===== config.mk =====
export PLATFORM = sky130hd
export DESIGN_NAME = sfl_phase_seq
export DESIGN_NICKNAME = d
export VERILOG_FILES = /design/src/rtl/sfl_pkg.sv /design/src/rtl/sfl_cs_timer.sv /design/src/rtl/sfl_shifter.sv /design/src/rtl/sfl_buf.sv /design/src/rtl/sfl_phase_seq.sv
export SDC_FILE = /design/constraint.sdc
export NUM_CORES = 1
export LEC_CHECK = 0
export BUFFER_PORTS_ARGS = -buffer_cell sky130_fd_sc_hd__buf_2
export CAP_MARGIN = 20
export CORE_AREA = 2 2 143 145
export CTS_CLUSTER_DIAMETER = 60
export DETAILED_ROUTE_END_ITERATION = 10
export DIE_AREA = 0 0 145 147
export PLACE_DENSITY = 0.91
export SLEW_MARGIN = 20
export SYNTH_ARGS = -nofsm -noshare
export SYNTH_HDL_FRONTEND = slang
export SYNTH_SLANG_ARGS = --single-unit

===== constraint.sdc =====
create_clock -name clk -period 6.5 [get_ports clk]
set_clock_uncertainty 0.1 [all_clocks]
set_input_delay 0.325 -clock clk [delete_from_list [all_inputs] [get_ports clk]]
set_output_delay 0.325 -clock clk [all_outputs]
set_load 0.05 [all_outputs]

===== src/rtl/sfl_pkg.sv =====
package sfl_pkg;
  typedef enum logic [2:0] {ST_IDLE, ST_SETUP, ST_SHIFT, ST_HOLD, ST_DESEL} seq_state_t;

  // phase index; the numeric order is the transmit order
  localparam logic [1:0] SEG_CMD   = 2'd0;
  localparam logic [1:0] SEG_ADDR  = 2'd1;
  localparam logic [1:0] SEG_DUMMY = 2'd2;
  localparam logic [1:0] SEG_DATA  = 2'd3;

  // operation word bit positions
  localparam int OPB_START = 0;
  localparam int OPB_STAT  = 1;
  localparam int OPB_RD    = 2;
  localparam int OPB_WR    = 5;
  localparam int OPB_ADDR  = 6;
  localparam int OPB_CMD   = 7;
  localparam int OPB_DUMMY = 8;
endpackage


===== src/rtl/sfl_cs_timer.sv =====
module sfl_cs_timer #(
  parameter int W = 4
) (
  input  logic         clk,
  input  logic         rst,
  input  logic         load,
  input  logic [W-1:0] value,
  output logic         expired
);
  logic [W-1:0] cnt;

  always_ff @(posedge clk) begin
    if (rst)               cnt <= '0;
    else if (load)         cnt <= value;
    else if (cnt != '0)    cnt <= cnt - 1'b1;
  end

  assign expired = (cnt == '0);
endmodule


===== src/rtl/sfl_shifter.sv =====
module sfl_shifter (
  input  logic       clk,
  input  logic       rst,
  input  logic       load,
  input  logic [7:0] tx_byte,
  input  logic       miso,
  output logic       sclk,
  output logic       mosi,
  output logic [7:0] rx_byte,
  output logic       byte_done
);
  logic [7:0] sreg;
  logic [2:0] bitcnt;
  logic       half;
  logic       active;

  always_ff @(posedge clk) begin
    if (rst) begin
      sreg <= '0; bitcnt <= '0; half <= 1'b0; active <= 1'b0;
      sclk <= 1'b0; mosi <= 1'b0; rx_byte <= '0; byte_done <= 1'b0;
    end else begin
      byte_done <= 1'b0;
      if (load) begin
        sreg   <= tx_byte;
        mosi   <= tx_byte[7];
        bitcnt <= '0;
        half   <= 1'b0;
        active <= 1'b1;
        sclk   <= 1'b0;
      end else if (active) begin
        if (!half) begin
          sclk    <= 1'b1;
          half    <= 1'b1;
          rx_byte <= {rx_byte[6:0], miso};
        end else begin
          sclk <= 1'b0;
          half <= 1'b0;
          if (bitcnt == 3'd7) begin
            active    <= 1'b0;
            byte_done <= 1'b1;
          end else begin
            bitcnt <= bitcnt + 1'b1;
            sreg   <= {sreg[6:0], 1'b0};
            mosi   <= sreg[6];
          end
        end
      end
    end
  end

  AST_BYTE_PULSE: assert property (@(posedge clk) disable iff (rst)
    byte_done |=> !byte_done);
  AST_MOSI_STEADY: assert property (@(posedge clk) disable iff (rst)
    sclk |-> $stable(mosi));
endmodule


===== src/rtl/sfl_buf.sv =====
module sfl_buf #(
  parameter int DEPTH = 16,
  localparam int AW = $clog2(DEPTH)
) (
  input  logic          clk,
  input  logic          we,
  input  logic [AW-1:0] waddr,
  input  logic [7:0]    wdata,
  input  logic [AW-1:0] ra_addr,
  output logic [7:0]    ra_data,
  input  logic [AW-1:0] rb_addr,
  output logic [7:0]    rb_data
);
  logic [7:0] mem [DEPTH];

  always_ff @(posedge clk) begin
    if (we) mem[waddr] <= wdata;
    ra_data <= mem[ra_addr];
    rb_data <= mem[rb_addr];
  end
endmodule


===== src/rtl/sfl_phase_seq.sv =====
module sfl_phase_seq
  import sfl_pkg::*;
#(
  parameter int NUM_CS    = 2,
  parameter int BUF_DEPTH = 16,
  parameter int CNT_W     = 14,
  localparam int CS_W     = (NUM_CS > 1) ? $clog2(NUM_CS) : 1,
  localparam int BUF_AW   = $clog2(BUF_DEPTH)
) (
  input  logic              clk,
  input  logic              rst,
  input  logic [7:0]        cfg_opcode,
  input  logic [31:0]       cfg_addr,
  input  logic              cfg_addr4,
  input  logic [3:0]        cfg_dummy,
  input  logic [CNT_W-1:0]  cfg_count,
  input  logic [CS_W-1:0]   cfg_cs,
  input  logic [11:0]       cfg_timing,
  input  logic              op_wr,
  input  logic [8:0]        op_word,
  input  logic              done_clr,
  input  logic              host_we,
  input  logic [BUF_AW-1:0] host_addr,
  input  logic [7:0]        host_wdata,
  output logic [7:0]        host_rdata,
  output logic              sclk,
  output logic [NUM_CS-1:0] cs_n,
  output logic              mosi,
  input  logic              miso,
  output logic              busy,
  output logic              done
);
  seq_state_t       state;
  logic [1:0]       ld, seg, first_seg, nxt_seg;
  logic [CNT_W-1:0] bcnt, cur_len;
  logic [CNT_W-1:0] seg_len [4];
  logic [3:0]       seg_en;
  logic             any_seg, has_next;
  logic             l_cmd, l_adr, l_dum, l_wr, l_rd, l_st, l_addr4;
  logic [7:0]       l_opcode;
  logic [31:0]      l_addr;
  logic [3:0]       l_dummy, l_hold, l_desel, tmr_val;
  logic [CNT_W-1:0] l_count;
  logic             start_ok, setup_exp, hold_exp, desel_exp, last_byte, to_hold;
  logic             tmr_load, tmr_zero, sh_load, byte_done, eng_we;
  logic [7:0]       tx_byte, rx_byte, eng_rdata;
  logic [1:0]       ab;
  logic [NUM_CS-1:0] cs_q;
  logic             done_q;
  logic             unused_bits;

  assign unused_bits = ^op_word[4:3];

  // phase lengths from the latched setup
  always_comb begin
    seg_len[SEG_CMD]   = CNT_W'(l_cmd);
    seg_len[SEG_ADDR]  = l_adr ? (l_addr4 ? CNT_W'(4) : CNT_W'(3)) : '0;
    seg_len[SEG_DUMMY] = l_dum ? CNT_W'(l_dummy) : '0;
    seg_len[SEG_DATA]  = (l_wr | l_rd | l_st) ? l_count : '0;
    first_seg = SEG_CMD;
    nxt_seg   = SEG_CMD;
    has_next  = 1'b0;
    for (int i = 3; i >= 0; i--) begin
      seg_en[i] = (seg_len[i] != '0);
      if (seg_en[i]) first_seg = 2'(i);
      if (seg_en[i] && (2'(i) > seg)) begin
        nxt_seg  = 2'(i);
        has_next = 1'b1;
      end
    end
    any_seg = |seg_en;
    cur_len = seg_len[seg];
  end

  always_comb begin
    start_ok  = (state == ST_IDLE) && op_wr && op_word[OPB_START];
    setup_exp = (state == ST_SETUP) && tmr_zero;
    hold_exp  = (state == ST_HOLD) && tmr_zero;
    desel_exp = (state == ST_DESEL) && tmr_zero;
    last_byte = (state == ST_SHIFT) && (ld == 2'd2) && byte_done && ((bcnt + 1'b1) == cur_len);
    to_hold   = (setup_exp && !any_seg) || (last_byte && !has_next);
    tmr_load  = start_ok || to_hold || hold_exp;
    tmr_val   = start_ok ? cfg_timing[7:4] : (hold_exp ? l_desel : l_hold);
    sh_load   = (state == ST_SHIFT) && (ld == 2'd1);
    eng_we    = (state == ST_SHIFT) && (ld == 2'd2) && byte_done &&
                (seg == SEG_DATA) && (l_rd || l_st);
    ab        = (l_addr4 ? 2'd3 : 2'd2) - bcnt[1:0];
    case (seg)
      SEG_CMD:  tx_byte = l_opcode;
      SEG_ADDR: tx_byte = l_addr[{ab, 3'b000} +: 8];
      SEG_DATA: tx_byte = l_wr ? eng_rdata : 8'h00;
      default:  tx_byte = 8'h00;
    endcase
  end

  always_ff @(posedge clk) begin
    if (rst) begin
      state <= ST_IDLE; ld <= '0; seg <= '0; bcnt <= '0;
      {l_cmd, l_adr, l_dum, l_wr, l_rd, l_st, l_addr4} <= '0;
      l_opcode <= '0; l_addr <= '0; l_dummy <= '0; l_count <= '0;
      l_hold <= '0; l_desel <= '0;
    end else begin
      case (state)
        ST_IDLE: if (start_ok) begin
          l_cmd <= op_word[OPB_CMD];  l_adr <= op_word[OPB_ADDR];
          l_dum <= op_word[OPB_DUMMY]; l_wr <= op_word[OPB_WR];
          l_rd  <= op_word[OPB_RD];   l_st <= op_word[OPB_STAT];
          l_opcode <= cfg_opcode; l_addr <= cfg_addr; l_addr4 <= cfg_addr4;
          l_dummy <= cfg_dummy; l_count <= cfg_count;
          l_hold <= cfg_timing[11:8]; l_desel <= cfg_timing[3:0];
          state <= ST_SETUP;
        end
        ST_SETUP: if (setup_exp) begin
          if (any_seg) begin
            state <= ST_SHIFT; seg <= first_seg; bcnt <= '0; ld <= 2'd0;
          end else state <= ST_HOLD;
        end
        ST_SHIFT: begin
          if (ld != 2'd2) ld <= ld + 1'b1;
          else if (byte_done) begin
            ld <= 2'd0;
            if ((bcnt + 1'b1) == cur_len) begin
              bcnt <= '0;
              if (has_next) seg <= nxt_seg;
              else state <= ST_HOLD;
            end else bcnt <= bcnt + 1'b1;
          end
        end
        ST_HOLD:  if (hold_exp)  state <= ST_DESEL;
        ST_DESEL: if (desel_exp) state <= ST_IDLE;
        default:  state <= ST_IDLE;
      endcase
    end
  end

  for (genvar g = 0; g < NUM_CS; g++) begin : g_cs
    always_ff @(posedge clk) begin
      if (rst)           cs_q[g] <= 1'b1;
      else if (start_ok) cs_q[g] <= (cfg_cs != CS_W'(g));
      else if (hold_exp) cs_q[g] <= 1'b1;
    end
  end

  always_ff @(posedge clk) begin
    if (rst)            done_q <= 1'b0;
    else if (desel_exp) done_q <= 1'b1;
    else if (done_clr)  done_q <= 1'b0;
  end

  sfl_cs_timer #(.W(4)) u_timer (
    .clk(clk), .rst(rst), .load(tmr_load), .value(tmr_val), .expired(tmr_zero));

  sfl_shifter u_shift (
    .clk(clk), .rst(rst), .load(sh_load), .tx_byte(tx_byte), .miso(miso),
    .sclk(sclk), .mosi(mosi), .rx_byte(rx_byte), .byte_done(byte_done));

  sfl_buf #(.DEPTH(BUF_DEPTH)) u_buf (
    .clk(clk),
    .we((state != ST_IDLE) ? eng_we : host_we),
    .waddr((state != ST_IDLE) ? bcnt[BUF_AW-1:0] : host_addr),
    .wdata((state != ST_IDLE) ? rx_byte : host_wdata),
    .ra_addr(host_addr), .ra_data(host_rdata),
    .rb_addr(bcnt[BUF_AW-1:0]), .rb_data(eng_rdata));

  assign cs_n = cs_q;
  assign busy = (state != ST_IDLE);
  assign done = done_q;

  AST_CS_ONE_LOW: assert property (@(posedge clk) disable iff (rst)
    $countones(~cs_q) <= 1);
  AST_IDLE_PINS: assert property (@(posedge clk) disable iff (rst)
    (state == ST_IDLE) |-> (&cs_q && !sclk));
  AST_SCLK_IN_FRAME: assert property (@(posedge clk) disable iff (rst)
    sclk |-> !(&cs_q));
  AST_DONE_SOURCE: assert property (@(posedge clk) disable iff (rst)
    $rose(done_q) |-> ($past(state) == ST_DESEL));
endmodule


==> results of run 1 <==
routing by layer:
layer / GRT usage [%] / vias up / routed length [um]
met1: 42.3 / 4883 / 12600
met2: 62.8 / 969 / 19500
met5: 0 / - / 8
met4: 23.1 / 2 / 2990
li1: - / 4245 / -
met3: 7.20 / 265 / 4140
critical path, delay by kind of cell, from the launching register on:
kind                   cells  cell delay (ns)
DFF                        1             0.42
AOI/OAI and AO/OA          4             1.08
and+or+nand+nor            4             1.72
buffers and inverters      1             0.63
stage by stage:
| stage | instance area [um2] | util (%) | std cells |
|---|---|---|---|
| CTS | 14900 | 74.9 | 1490 |
| global placement | 13100 | 66.0 | 1364 |
| global route | 14900 | 75.0 | 1491 |
| detailed placement | 13100 | 66.0 | 1364 |
| finish | 14900 | 75.0 | 1492 |
| floorplan | 12400 | - | 1049 |
logic make-up after synthesis:
| kind of cell | share of synthesized area, % |
|---|---|
| simple gates | 13.8 |
| flops | 53.4 |
| compound gates | 9.35 |
| mux | 18.1 |
| buf+inv | 2.84 |
| xor+xnor | 2.01 |
| fa+ha+maj | 0.605 |
flip-flops by register name (all words and copies together), names as in the netlist, 3 cells and up:
| signal | flops |
|---|---|
| u_shift.bitcnt | 3 |
| l_opcode | 8 |
| u_buf.mem | 128 |
| l_count | 14 |
| l_dummy | 4 |
| l_hold | 4 |
| u_shift.sreg | 7 |
| u_timer.cnt | 4 |
| u_shift.rx_byte | 8 |
| bcnt | 14 |
| u_buf.rb_data | 8 |
| l_addr | 32 |
| l_desel | 4 |
| u_buf.ra_data | 8 |
| state | 3 |
power breakdown:
| part | leakage, nW | total, W | internal, W | switching (W) |
|---|---|---|---|---|
| clock network | 0.498 | 0.00177 | 0.00105 | 0.000721 |
| logic | 2.46 | 0.00101 | 0.000324 | 0.000685 |
| registers | 2.30 | 0.00216 | 0.00203 | 0.000137 |
| total | 5.25 | 0.00494 | 0.00340 | 0.00154 |
layout by cell type, fill, tap and decap left out, drive strengths merged, types with 5 or more instances in the layout:
master | synthesis | routed
nand2 | 202 | 202
o41ai | 5 | 5
inv | 12 | 14
clkinv | 0 | 8
dlygate4sd3 | 0 | 74
ha | 6 | 6
nand3 | 18 | 18
edfxtp | 128 | 128
o21ai | 27 | 27
nor3b | 10 | 10
and3 | 6 | 6
buf | 19 | 121
a311oi | 5 | 5
xnor2 | 9 | 9
dfxtp | 139 | 139
nor2 | 57 | 57
a31oi | 9 | 9
nor4 | 7 | 7
or3 | 8 | 8
clkbuf | 57 | 35
mux4 | 88 | 88
nor3 | 18 | 18
mux2i | 26 | 26
xor2 | 9 | 9
a21oi | 87 | 87
nand4 | 6 | 6
bufinv | 0 | 5
a211oi | 19 | 19
worst max-delay path by stage:
stage / start / end / slack (ns) / cells after the start
3_5_place_dp: bcnt[0]$_SDFFE_PP0P_ / bcnt[3]$_SDFFE_PP0P_ / 2.56 / 9
4_1_cts: bcnt[0]$_SDFFE_PP0P_ / bcnt[3]$_SDFFE_PP0P_ / 2.53 / 9
3_3_place_gp: bcnt[0]$_SDFFE_PP0P_ / bcnt[3]$_SDFFE_PP0P_ / 2.66 / 9
5_1_grt: bcnt[0]$_SDFFE_PP0P_ / bcnt[10]$_SDFFE_PP0P_ / 2.20 / 9
2_1_floorplan: bcnt[1]$_SDFFE_PP0P_ / bcnt[3]$_SDFFE_PP0P_ / 3.65 / 10
6_report: bcnt[0]$_SDFFE_PP0P_ / bcnt[3]$_SDFFE_PP0P_ / 2.43 / 9
final cells by class:
cell class	instances	area [um2]	share of cell area, %
Clock inverter	17	258	1.73
Inverter	12	45.0	0.303
Clock buffer	35	767	5.15
Sequential cell	267	6630	44.5
Tap cell	270	338	2.27
Multi-Input combinational cell	694	5460	36.7
Antenna cell	2	5.00	0.0336
Timing Repair Buffer	195	1380	9.27
==> summary.txt, run 1 <==
GRT
  – GR Util All Layers: 36.5%
  – Total gr overflow: 0
  – Largest net degree at the start of global routing: 119
  – Initial antenna violation count: 2
  – Number of global-route vias before repair: 10474
  – First-pass GRT wire length: 59700 um

Yosys
  – Yosys warns: 0
  – Mapped Area: 0.0124 mm2
  – Area share of the largest cell type after synthesis: 31.0%
  – Synth area leader: edfxtp_1
  – Post-synth EDFFs: 128
  – Count leader, synth: nand2_1
  – Netlist cell types: 74
  – Yosys reg bits: 267
  – Syn_nets: 1154
  – Seq/Total Area, Yosys: 53.4%
  – Ranking of synthesized cells by area: edfxtp_1 (31%), dfxtp_1 (22%), mux4_2 (16%)
  – Syn Inst Count: 1049
  – Syn Area/Cell: 11.8 um2
  – Top_reg_cell synth: dfxtp_1
  – Commonest cells in the netlist: nand2_1 (202), dfxtp_1 (139), edfxtp_1 (128)
  – Synth async-reset ratio: 0%

Detailed routing
  – Routed wire per std cell: 26.3 um
  – Vias: 10364
  – Remaining DRCs: 0
  – DRT Pass-1 Iters: 7
  – Initial DRC count: 1504
  – Post-detailed-route count of antenna-violating nets: 0
  – Drt via density: 6.95
  – Post-Route WL: 39200 um

Timing
  – Final hold vios: 0
  – Final Hold Slack: 0.0310 ns
  – Least-Margin Pin Slew: 1.21 ns
  – Setup-failing EPs final: 0
  – Fmax achieved: 245 MHz
  – Setup_tns: 0 ns
  – Slew Viols, Final: 0
  – Fin crit share: 62.7%
  – Final setup margin: 2.43 ns
  – Relative slew slack: 19.3%
  – RSZ-0062 raised after global routing: false
  – Final min period: 4.07 ns

Placed design
  – Hpwl dp: 21000 um
  – # port buffers: 110
  – DP Worst Slack: 2.56 ns
  – Placer Congestion: 0.892

Clock tree
  – Clock-pin slew on the worst setup and hold paths: 0.07 ns
  – Insertion delay to the later sink of the worst-skew pair: 0.56 ns
  – Clock buffers created by TritonCTS: 28
  – H-tree level count: 1
  – CTS tree: built
  – Clock Sinks: 267
  – Clock buffer depth: 3
  – CTS root buffer: clkbuf_16
  – Post-CTS setup buffers: 0
  – Hold_buf cts: 74
  – Post-CTS sizing: 0

Finish
  – Layout Nets: 1303
  – Filler cell count: 1055
  – Area overhead of the layout relative to synthesis: 19.9%
  – Share of layout cells above drive strength 1: 22.9%

Pwr
  – Pwr Total: 0.00494 W
  – PD cells: 332 mW/mm2
  – P_leak: 5.25 nW
  – Worst vdd ir: 0.000254 V

Worst setup path
  – CP Cell Sequence: buf_4, nand2_1, o21a_1, or4_1, o211ai_1, nand4_1, nand4bb_2, a32o_1, a31o_1
  – Worst reg-to-reg setup slack: 2.43 ns
  – Critical path arrival: 4.41 ns
  – Crit end category: flip-flop
  – CP required: 6.83 ns
  – Reg2reg end: bcnt[3]$_SDFFE_PP0P_
  – Slowest stage delay, CP: 0.63 ns
  – RR Startpoint: bcnt[0]$_SDFFE_PP0P_
  – CP max-delay cell: buf_4
  – CP Class: reg -> reg
  – Setup crit start kind: flip-flop
  – R2r worst-path depth: 9
  – Max FO, Critical Path: 39

Die
  – Die Span X: 145 um
  – Total I/O pin count: 113
  – Die Area: 0.0213 mm2
  – Initial Util: 62.6%
  – Die Ht: 147 um
  – Core area: 0.0198 mm2
  – Rows: 52

Min path
  – Hold WC Path Type: in -> reg
  – Hold path start: done_clr
  – Min-Delay Endpoint: done$_SDFFE_PP0P_
  – Hold path cells: 4

Run
  – Max-cap violations: 0

Outcome
  – Outcome: complete, no violations
No activity file was read; power rests on OpenSTA's default activity.
==> inputs of run 2 (changes only) <==
CORE_AREA = 2 2 155 157   (was 2 2 143 145)
DIE_AREA = 0 0 157 159   (was 0 0 145 147)
PLACE_DENSITY = 0.83   (was 0.91)
clock period = 3.5 ns   (was 6.5 ns; I/O delays follow)
==> summary.txt, run 2 (synthesized netlist as in run 1, its figures left out) <==
Outcome
  – Outcome: complete, no violations (unchanged)

Timing
  – Least-Margin Pin Slew: 0.728 ns (was 1.21 ns)
  – RSZ-0062 raised after global routing: false (unchanged)
  – Final setup margin: 0.228 ns (was 2.43 ns)
  – Final min period: 3.27 ns (was 4.07 ns)
  – Relative slew slack: 51.5% (was 19.3%)
  – Fmax achieved: 306 MHz (was 245 MHz)
  – Final hold vios: 0 (unchanged)
  – Setup_tns: 0 ns (unchanged)
  – Fin crit share: 93.5% (was 62.7%)
  – Slew Viols, Final: 0 (unchanged)
  – Setup-failing EPs final: 0 (unchanged)

Die
  – Die Ht: 159 um (was 147 um)
  – Die Area: 0.0250 mm2 (was 0.0213 mm2)
  – Initial Util: 53.5% (was 62.6%)
  – Total I/O pin count: 113 (unchanged)
  – Rows: 56 (was 52)
  – Die Span X: 157 um (was 145 um)
  – Core area: 0.0232 mm2 (was 0.0198 mm2)

Clock tree
  – Post-CTS setup buffers: 0 (unchanged)
  – Insertion delay to the later sink of the worst-skew pair: 0.56 ns (about the same)
  – CTS tree: built (unchanged)
  – CTS root buffer: clkbuf_16 (unchanged)
  – Clock buffer depth: 3 (unchanged)
  – H-tree level count: 1 (unchanged)
  – Clock buffers created by TritonCTS: 29 (was 28)
  – Clock Sinks: 267 (unchanged)
  – Clock-pin slew on the worst setup and hold paths: 0.06 ns (was 0.07 ns)

Detailed routing
  – Initial DRC count: 1180 (was 1504)
  – Post-Route WL: 34500 um (was 39200 um)
  – Post-detailed-route count of antenna-violating nets: 0 (unchanged)
  – Vias: 9844 (was 10364)
  – Remaining DRCs: 0 (unchanged)
  – Routed wire per std cell: 21.9 um (was 26.3 um)
  – Drt via density: 6.24 (was 6.95)
  – DRT Pass-1 Iters: 6 (was 7)

Worst setup path
  – Reg2reg end: bcnt[3]$_SDFFE_PP0P_ (unchanged)
  – Crit end category: flip-flop (unchanged)
  – Setup crit start: bcnt[1]$_SDFFE_PP0P_ (was bcnt[0]$_SDFFE_PP0P_)
  – CP Class: reg -> reg (unchanged)
  – CP required: 3.84 ns (was 6.83 ns)
  – Worst reg-to-reg setup slack: 0.23 ns (was 2.43 ns)
  – R2r worst-path depth: 10 (was 9)
  – Critical path arrival: 3.61 ns (was 4.41 ns)
  – RR Startpoint: bcnt[1]$_SDFFE_PP0P_ (was bcnt[0]$_SDFFE_PP0P_)
  – Max FO, Critical Path: 11 (was 39)
  – Setup crit start kind: flip-flop (unchanged)

Finish
  – Layout Nets: 1340 (was 1303)
  – Sequential Area: 0.00663 mm2 (unchanged)
  – Largest reg by FF count: u_buf.mem (unchanged)
  – Largest register FFs: 128 (unchanged)
  – Filler cell count: 1540 (was 1055)
  – Commonest non-fill, non-tap cells in the layout: nand2_1 (201), dfxtp_1 (138), edfxtp_1 (128) (was nand2_1 (202), dfxtp_1 (138), edfxtp_1 (128))
  – Area overhead of the layout relative to synthesis: 22.3% (was 19.9%)
  – Leading cell type in the layout, fill and taps excluded: nand2_1 (unchanged)
  – Largest regs: u_buf.mem x128, l_addr x32 (unchanged)
  – Share of layout cells above drive strength 1: 24.3% (was 22.9%)
  – Multi-input logic area: 0.00547 mm2 (was 0.00546 mm2)

Run
  – Max-cap violations: 0 (unchanged)

GRT
  – First-pass GRT wire length: 53700 um (was 59700 um)
  – GR Util All Layers: 27.5% (was 36.5%)
  – Initial antenna violation count: 1 (was 2)
  – Number of global-route vias before repair: 9801 (was 10474)
  – Largest net degree at the start of global routing: 63 (was 119)
  – Total gr overflow: 0 (unchanged)

Pwr
  – P_leak: 5.42 nW (was 5.25 nW)
  – PD cells: 586 mW/mm2 (was 332 mW/mm2)
  – Worst vdd ir: 0.000503 V (was 0.000254 V)

Min path
  – Min-Delay Endpoint: u_shift.rx_byte[4]$_SDFFE_PP0P_ (was done$_SDFFE_PP0P_)
  – Hold path cells: 2 (was 4)
  – Hold WC Path Type: in -> reg (unchanged)
  – Hold path start: rst (was done_clr)

Placed design
  – Hpwl dp: 20300 um (was 21000 um)
  – DP Worst Slack: 0.333 ns (was 2.56 ns)
  – # port buffers: 110 (unchanged)
  – Placer Congestion: 0.867 (was 0.892)
## run 2: cell count changes in the layout (fill, tap and decap cells not counted), moves of 3 or more
cell,previous run,this run
buf_4,11,39
bufinv_16,5,1
clkbuf_1,3,7
dlygate4sd3_1,74,81
inv_6,0,3
## run 2: power breakdown
group | leakage (nW) | switching, W | internal, W | total, W
Combinational | 2.66 | 0.00125 | 0.000674 | 0.00193
Clock | 0.471 | 0.00125 | 0.00177 | 0.00302
Sequential | 2.30 | 0.000192 | 0.00376 | 0.00395
Total | 5.42 | 0.00269 | 0.00621 | 0.00890
## run 2: metrics by stage
step	area [um2]	hold slack, ns	total power [W]	utilization (%)	instances
floorplan	12400	0.211	0.00515	-	1049
global placement	13400	0.313	0.00569	57.8	1442
detailed placement	13400	0.322	0.00576	57.8	1442
CTS	15200	0.0458	0.00884	65.4	1576
global route	15200	0.0782	0.00923	65.5	1577
finish	15200	0.0799	0.00890	65.5	1577
## run 2: how the worst max path moves through the flow
stage	cells after the start	slack [ns]	endpoint
after floorplan	10	0.65	bcnt[3]$_SDFFE_PP0P_
after global placement	8	0.40	bcnt[3]$_SDFFE_PP0P_
after detailed placement	10	0.33	bcnt[10]$_SDFFE_PP0P_
after CTS	10	0.13	bcnt[3]$_SDFFE_PP0P_
after global routing	10	0.12	bcnt[3]$_SDFFE_PP0P_
final	10	0.23	bcnt[3]$_SDFFE_PP0P_
## run 2: layout make-up
class | count | share of cell area (%)
flip-flops and latches | 267 | 43.7
multi-input cells | 694 | 36.0
repair buffers | 231 | 11.1
clock buffers | 45 | 5.69
well taps | 319 | 2.63
clock inverters | 8 | 0.552
inverters | 12 | 0.297
diodes | 1 | 0.0165
## run 2: worst max-delay path, cell delays in order (launching register included)
cell and delay, ns:
dfxtp_1 0.36, ha_1 0.19, buf_4 0.16, nand3_1 0.14
xor2_1 0.21, or4_1 0.52, o211ai_1 0.23, nand4_1 0.26
nand4bb_4 0.43, a32o_1 0.35, a31o_1 0.20
## run 2: per-layer routing
layer / global-route usage (%) / vias to the layer above / routed length [um] / part of all wire, %
met1: 35.2 / 4800 / 12900 / 37
met2: 46.2 / 620 / 16900 / 49
li1: - / 4320 / - / -
met3: 5.99 / 104 / 3490 / 10
met4: 10.1 / 0 / 1200 / 3.5
met5: 0 / - / 0 / 0
## run 2: timing repair
action	4_1_cts	5_1_grt
hold buffers	81	0
setup endpoints to repair	0	9
resized for setup	0	2
hold endpoints to repair	84	0
